[config.mk]
export PLATFORM = sky130hd
export DESIGN_NAME = clkout_phase_align
export DESIGN_NICKNAME = d
export VERILOG_FILES = /design/src/rtl/clkout_align_pkg.sv /design/src/rtl/align_dual_sync.sv /design/src/rtl/align_edge_detect.sv /design/src/rtl/align_fsm.sv /design/src/rtl/clkout_phase_align.sv
export SDC_FILE = /design/constraint.sdc
export NUM_CORES = 1
export LEC_CHECK = 0
export BUFFER_PORTS_ARGS = -buffer_cell sky130_fd_sc_hd__buf_4
export CAP_MARGIN = 20
export CORE_AREA = 2 2 39 41
export DETAILED_ROUTE_END_ITERATION = 8
export DIE_AREA = 0 0 41 43
export HOLD_SLACK_MARGIN = 0.12
export SLEW_MARGIN = 10
export SYNTH_ARGS = -nofsm -noshare
export SYNTH_HDL_FRONTEND = slang
export SYNTH_SLANG_ARGS = --single-unit
export TNS_END_PERCENT = 1
[constraint.sdc]
create_clock -name clk -period 3.29 [get_ports clk]
set_input_delay 0.1645 -clock clk [delete_from_list [all_inputs] [get_ports clk]]
set_output_delay 0.1645 -clock clk [all_outputs]
set_load 0.02 [all_outputs]
[src/rtl/clkout_align_pkg.sv]
package clkout_align_pkg;

    typedef enum logic [1:0] {
        ST_RUN    = 2'd0,
        ST_DRAIN  = 2'd1,
        ST_PARKED = 2'd2,
        ST_LOAD   = 2'd3
    } align_state_t;

    localparam int MIN_SYNC_STAGES = 2;

endpackage

[src/rtl/align_dual_sync.sv]
module align_dual_sync #(
    parameter int STAGES = 2
) (
    input  logic clk,
    input  logic rst_n,
    input  logic din,
    output logic pos_q,
    output logic neg_q
);
    import clkout_align_pkg::*;

    localparam int DEPTH = (STAGES < MIN_SYNC_STAGES) ? MIN_SYNC_STAGES : STAGES;

    logic [DEPTH-1:0] pos_chain;
    logic [DEPTH-1:0] neg_chain;

    // rising-edge lane
    always_ff @(posedge clk or negedge rst_n) begin
        if (!rst_n) pos_chain <= '0;
        else        pos_chain <= {pos_chain[DEPTH-2:0], din};
    end

    // falling-edge lane: gives the half-period view of the strobe
    always_ff @(negedge clk or negedge rst_n) begin
        if (!rst_n) neg_chain <= '0;
        else        neg_chain <= {neg_chain[DEPTH-2:0], din};
    end

    assign pos_q = pos_chain[DEPTH-1];
    assign neg_q = neg_chain[DEPTH-1];

endmodule

[src/rtl/align_edge_detect.sv]
module align_edge_detect (
    input  logic clk,
    input  logic rst_n,
    input  logic pos_q,
    input  logic neg_q,
    input  logic rise_is_go,
    output logic go_edge,
    output logic stop_edge,
    output logic late_half
);
    logic pos_d;
    logic neg_s;

    always_ff @(posedge clk or negedge rst_n) begin
        if (!rst_n) begin
            pos_d <= 1'b0;
            neg_s <= 1'b0;
        end else begin
            pos_d <= pos_q;
            neg_s <= neg_q;
        end
    end

    logic any_edge;
    assign any_edge  = pos_q ^ pos_d;
    assign go_edge   = any_edge & (pos_q == rise_is_go);
    assign stop_edge = any_edge & (pos_q != rise_is_go);
    // when the falling lane lags, the transition arrived in the low half of clk
    assign late_half = (neg_s != pos_q);

endmodule

[src/rtl/align_fsm.sv]
module align_fsm
    import clkout_align_pkg::*;
(
    input  logic clk,
    input  logic rst_n,
    input  logic enable,
    input  logic go_edge,
    input  logic stop_edge,
    input  logic late_half,
    input  logic div_level,
    output logic hold_o,
    output logic preload_o,
    output logic late_half_o
);
    align_state_t state, nxt;

    always_ff @(posedge clk or negedge rst_n) begin
        if (!rst_n) state <= ST_RUN;
        else        state <= nxt;
    end

    always_comb begin
        nxt = state;
        if (!enable) begin
            nxt = ST_RUN;
        end else begin
            unique case (state)
                ST_RUN:    if (stop_edge) nxt = div_level ? ST_DRAIN : ST_PARKED;
                ST_DRAIN:  if (!div_level) nxt = ST_PARKED;
                ST_PARKED: if (go_edge) nxt = ST_LOAD;
                ST_LOAD:   nxt = ST_RUN;
                default:   nxt = ST_RUN;
            endcase
        end
    end

    always_ff @(posedge clk or negedge rst_n) begin
        if (!rst_n) begin
            hold_o      <= 1'b0;
            preload_o   <= 1'b0;
            late_half_o <= 1'b0;
        end else begin
            hold_o      <= (nxt == ST_PARKED) || (nxt == ST_LOAD);
            preload_o   <= (nxt == ST_LOAD);
            late_half_o <= (nxt == ST_LOAD) && late_half;
        end
    end


    hold_rise_low_chk: assert property (@(posedge clk) disable iff (!rst_n)
        $rose(hold_o) |-> !$past(div_level));

    preload_single_chk: assert property (@(posedge clk) disable iff (!rst_n)
        preload_o |=> (!preload_o && !hold_o));

    disabled_quiet_chk: assert property (@(posedge clk) disable iff (!rst_n)
        !enable |=> (!hold_o && !preload_o));

    late_only_with_preload_chk: assert property (@(posedge clk) disable iff (!rst_n)
        late_half_o |-> preload_o);

    hold_release_chk: assert property (@(posedge clk) disable iff (!rst_n)
        $fell(hold_o) |-> ($past(preload_o) || !$past(enable)));

endmodule

[src/rtl/clkout_phase_align.sv]
module clkout_phase_align #(
    parameter int SYNC_STAGES = 2
) (
    input  logic clk,
    input  logic rst_n,
    input  logic align_in,
    input  logic align_en,
    input  logic align_rise,
    input  logic div_level,
    output logic hold_o,
    output logic preload_o,
    output logic late_half_o
);
    logic pos_q, neg_q;
    logic go_edge, stop_edge, late_half;

    align_dual_sync #(.STAGES(SYNC_STAGES)) u_sync (
        .clk   (clk),
        .rst_n (rst_n),
        .din   (align_in),
        .pos_q (pos_q),
        .neg_q (neg_q)
    );

    align_edge_detect u_edge (
        .clk        (clk),
        .rst_n      (rst_n),
        .pos_q      (pos_q),
        .neg_q      (neg_q),
        .rise_is_go (align_rise),
        .go_edge    (go_edge),
        .stop_edge  (stop_edge),
        .late_half  (late_half)
    );

    align_fsm u_fsm (
        .clk         (clk),
        .rst_n       (rst_n),
        .enable      (align_en),
        .go_edge     (go_edge),
        .stop_edge   (stop_edge),
        .late_half   (late_half),
        .div_level   (div_level),
        .hold_o      (hold_o),
        .preload_o   (preload_o),
        .late_half_o (late_half_o)
    );

endmodule

# --- After elaboration in Yosys (flattened, before gate mapping) ---
# Cells that the tools add are included.
totals:
  reg_bits: 11
  in_bits: 6
  output_inout_bits: 3
  wordCells: 28
classes:
  n_eq_ne: 8
  mux: 6
  bitwise_logic: 3
  reduce_logical: 3
op_table:
  columns: ["cell", "count"]
  rows:
  - ["$mux W2", 5]
  - ["$eq A2 B2 Y1 const B", 4]
  - ["$pmux W2 S4", 1]
  - ["$and A1 B1 Y1", 2]
  - ["$eq A2 B1 Y1 const B", 1]
  - ["$logic_not A2 Y1", 1]
  - ["$ne A1 B1 Y1", 2]
  - ["$eq A1 B1 Y1", 1]
  - ["$logic_and A1 B1 Y1", 1]
  - ["$logic_or A1 B1 Y1", 1]
  - ["$xor A1 B1 Y1", 1]

# --- Longest topological paths before layout ---
depth:
  ltp_word: 7
  ltp_mapped: 3
  mapped_depth_nobuf: 3

# --- Modules after synthesis ---
# From an unflattened synthesis, not the netlist that was laid out.
hier_totals:
  hier_cells: 26
  area_unflattened_um2: 381.6
modules_own_cells:
  columns: ["mod", "instances", "cells_per_inst", "area_per_inst_um2", "seq_area_each_um2"]
  rows:
  - ["align_fsm", 1, 15, 190.2, 125.1]
  - ["align_dual_sync", 1, 4, 100.1, 100.1]
  - ["align_edge_detect", 1, 7, 91.3, 50.0]

==> results.md <==
- Final Skew: 8.84 ps
- Crit path to: u_sync.neg_chain[0]$_DFF_NN0_
- Worst VDD drop: 0.167 mV
- Pwr dens: around 490 nW/um^2
- Crit Reg-Reg Endpoint: u_edge.neg_s$_DFF_PN0_
- Sequential cell area fraction in the yosys report: 69.8%
- Vias in the first global route: 317
- Worst-Margin Slew: 643 ps
- Outcome: finished, final reports clean
- CP max stage delay: 530 ps
- Total track usage: 10.7%
- Hold path startpoint: align_en
- Yosys warnings: 0
- Post-synthesis compound-gate area fraction: approximately a tenth
- CP Cell Sequence: dlygate4sd3_1 -> buf_4
- Die area: between 1500 and 2000 um^2
- # resized after CTS: 0
- Met2 wire length: a little under 400 um
- Count leader, synth: dfrtp_1
- Vias/cell: 4.64
- Worst path required time: between 1500 and 2000 ps
- Final Util: a little under two fifths
- Post-DP HPWL: 547 um
- CTS Buffer Depth: 2
- Post-synthesis adder-cell area fraction: 0%
- Setup tns final: 0 ps
- TritonCTS clock tree: done
- Synth Area per Inst: roughly 14 um^2
- CTS clk-pin slew, worst paths: around 70 ps
- Crit path buffers/inverters: 2
- Mux contribution to synthesized area: ~2.5%
- M1 WL: ~250 um
- Fin. max-slew vios: 0
- RSZ-0062 raised after global routing: no
- Startpoint Class: input port
- Antenna diode count: 0
- Largest net degree at the start of global routing: 12
- Setup crit end kind: flip-flop
- Overall die height: ~43 um
- Synth Flop Type: dfrtp_1
- Per-cell routed wire length: 11.8 um
- Port-buffer cells: 8
- DRC: 0
- Share of layout cells above drive strength 1: 28.6%
- Routability cong.: between 0.6 and 0.7
- Drt total wl: between 600 and 700 um
- XOR/XNOR Fraction of Synth Area: 2.22%
- First-pass GRT wire length: 1200 um
- Async SR Flop Fraction: 100%
- Top Metal Used: met3
- EDFF count, synth: 0
- Cts bufs inserted: 3
- Number of core rows: 14
- CORE AREA: 1380 um^2
- Worst path top cell family by delay: buffers and inverters
- Setup violations, final: 0
- Synth cell types: 17
- Post-Syn Area: roughly 390 um^2
- Largest family of logic cells by synthesized area: simple AND/OR/NAND/NOR gates
- Most instantiated cells after synthesis: dfrtp_1 (9), a211oi_1 (2), dfrtn_1 (2), nor2_1 (2)
- Synthesis-stage register bit count: 11
- Lkg Pwr: 0.000235 uW
- Initial core utilization: between 20 and 30%
- Met3 wire len: 49 um
- Die width: 41 um
- Stages on the worst setup path: 2
- Syn_nets: 34
- Nets: 49
- Crit-path slowest cell: dlygate4sd3_1
- GRT overflow: 0
- Post-route ant nets: 0
- Via count: around 270
- Area grow syn2layout: 32.1%
- Root buffer cell: clkbuf_4
- Clock sink total: 11
- Skew-Pair Late Insertion Delay: 270 ps
- Crit path launch: align_in
- R2R Setup Slk: 1200 ps
- R2r startpoint: u_sync.neg_chain[1]$_DFF_NN0_
- WS Path Type: input port to flip-flop
- Worst Path Arrival: 830 ps
- Maxcap violations: 0
- Initial antenna violation count: 0
- First-pass iteration count of the detailed router: 2
- Top cells by area, synth: dfrtp_1 (57%), dfrtn_1 (13%), a211oi_1 (3.8%), and3b_2 (2.5%), mux2i_1 (2.5%)
- Simple-gate share of the synthesized area: between 10 and 15%
- Share of the synthesized area in the top cell type: 57.1%
- H-tree Lvls: 1
- Cells on worst reg2reg path: 0
- Iteration-0 DRC Markers: 2
- Syn Inst Count: 28
- Hold Vio Cnt, Final: 0
- CP max FO: 2
- Worst hold-check path type: input port to flip-flop
- Max transition margin: 56.6%
- Io pins: 9
- Cell taking the most area after synthesis: dfrtp_1
==> per-stage QoR <==
step	hold WS (ps)	setup WS (ps)	power [uW]	cells	cell area, um^2
after floorplan	-131	1220	158	28	394
after global placement	-1.14	1220	168	52	474
after detailed placement	4.26	1210	170	52	474
after CTS	160	943	261	58	520
after global routing	159	942	275	58	520
final	165	935	257	58	520
==> layout make-up <==
cell class	instances	area [um^2]
clock buffer	4	26.3
inverter	1	3.75
sequential	11	275
fill	150	863
timing repair buffer	10	80.1
multi-input combinational	16	115
tap	16	20.0
==> worst min-delay path by stage <==
| stage | to | slack [ps] | cells after the start |
|---|---|---|---|
| 2_1_floorplan | u_edge.neg_s$_DFF_PN0_ | -130 | 0 |
| 3_3_place_gp | u_sync.pos_chain[0]$_DFF_PN0_ | -1 | 1 |
| 3_5_place_dp | u_sync.pos_chain[1]$_DFF_PN0_ | 4 | 1 |
| 4_1_cts | u_fsm.late_half_o$_DFF_PN0_ | 160 | 3 |
| 5_1_grt | u_fsm.state[0]$_DFF_PN0_ | 160 | 2 |
| 6_report | u_fsm.late_half_o$_DFF_PN0_ | 160 | 3 |
==> power by group <==
part | switching [uW] | internal [uW]
Clock | 41.3 | 46.8
Sequential | 3.66 | 142
Combinational | 12.2 | 11.6
==> timing repair <==
item                                    4_1_cts  5_1_grt
hold buffers                                  2        0
endpoints found under the setup margin        0        0
setup buffers                                 0        0
endpoints found under the hold margin        10        0
==> per-layer routing <==
layer / GRT usage, % / up-vias
met5: 0 / -
met3: 3.14 / 0
met2: 18.1 / 8
met1: 8.87 / 133
met4: 10.0 / 0
li1: - / 128
==> state kept, by name, summed over array words and instances (netlist names) <==
register           count
u_edge.neg_s           1
u_fsm.hold_o           1
u_fsm.late_half_o      1
u_fsm.preload_o        1
u_edge.pos_d           1
u_fsm.state            2
u_sync.neg_chain       2
u_sync.pos_chain       2
==> cells by family after synthesis <==
group / count (synthesis)
AND/OR/NAND/NOR: 9
AO/OA/AOI/OAI: 5
flip-flops: 11
XOR/XNOR: 1
buffers and inverters: 1
multiplexers: 1
==> layout by cell type (no fill, tap or decap) <==
master         synthesis  final
nand2_1                1      1
and3b_2                1      1
a21boi_0               1      1
or3b_1                 1      1
nor4_1                 1      1
buf_4                  0      8
clkbuf_1               0      1
mux2i_1                1      1
clkbuf_4               0      3
o311ai_0               1      1
a211oi_1               2      2
a211o_1                1      1
xor2_1                 1      1
dfrtp_1                9      9
nor3b_1                1      1
dfrtn_1                2      2
nand3_1                1      1
inv_1                  1      1
nand3b_1               1      1
nor2_1                 2      2
dlygate4sd3_1          0      2
Power figures use the tool's default switching activity.
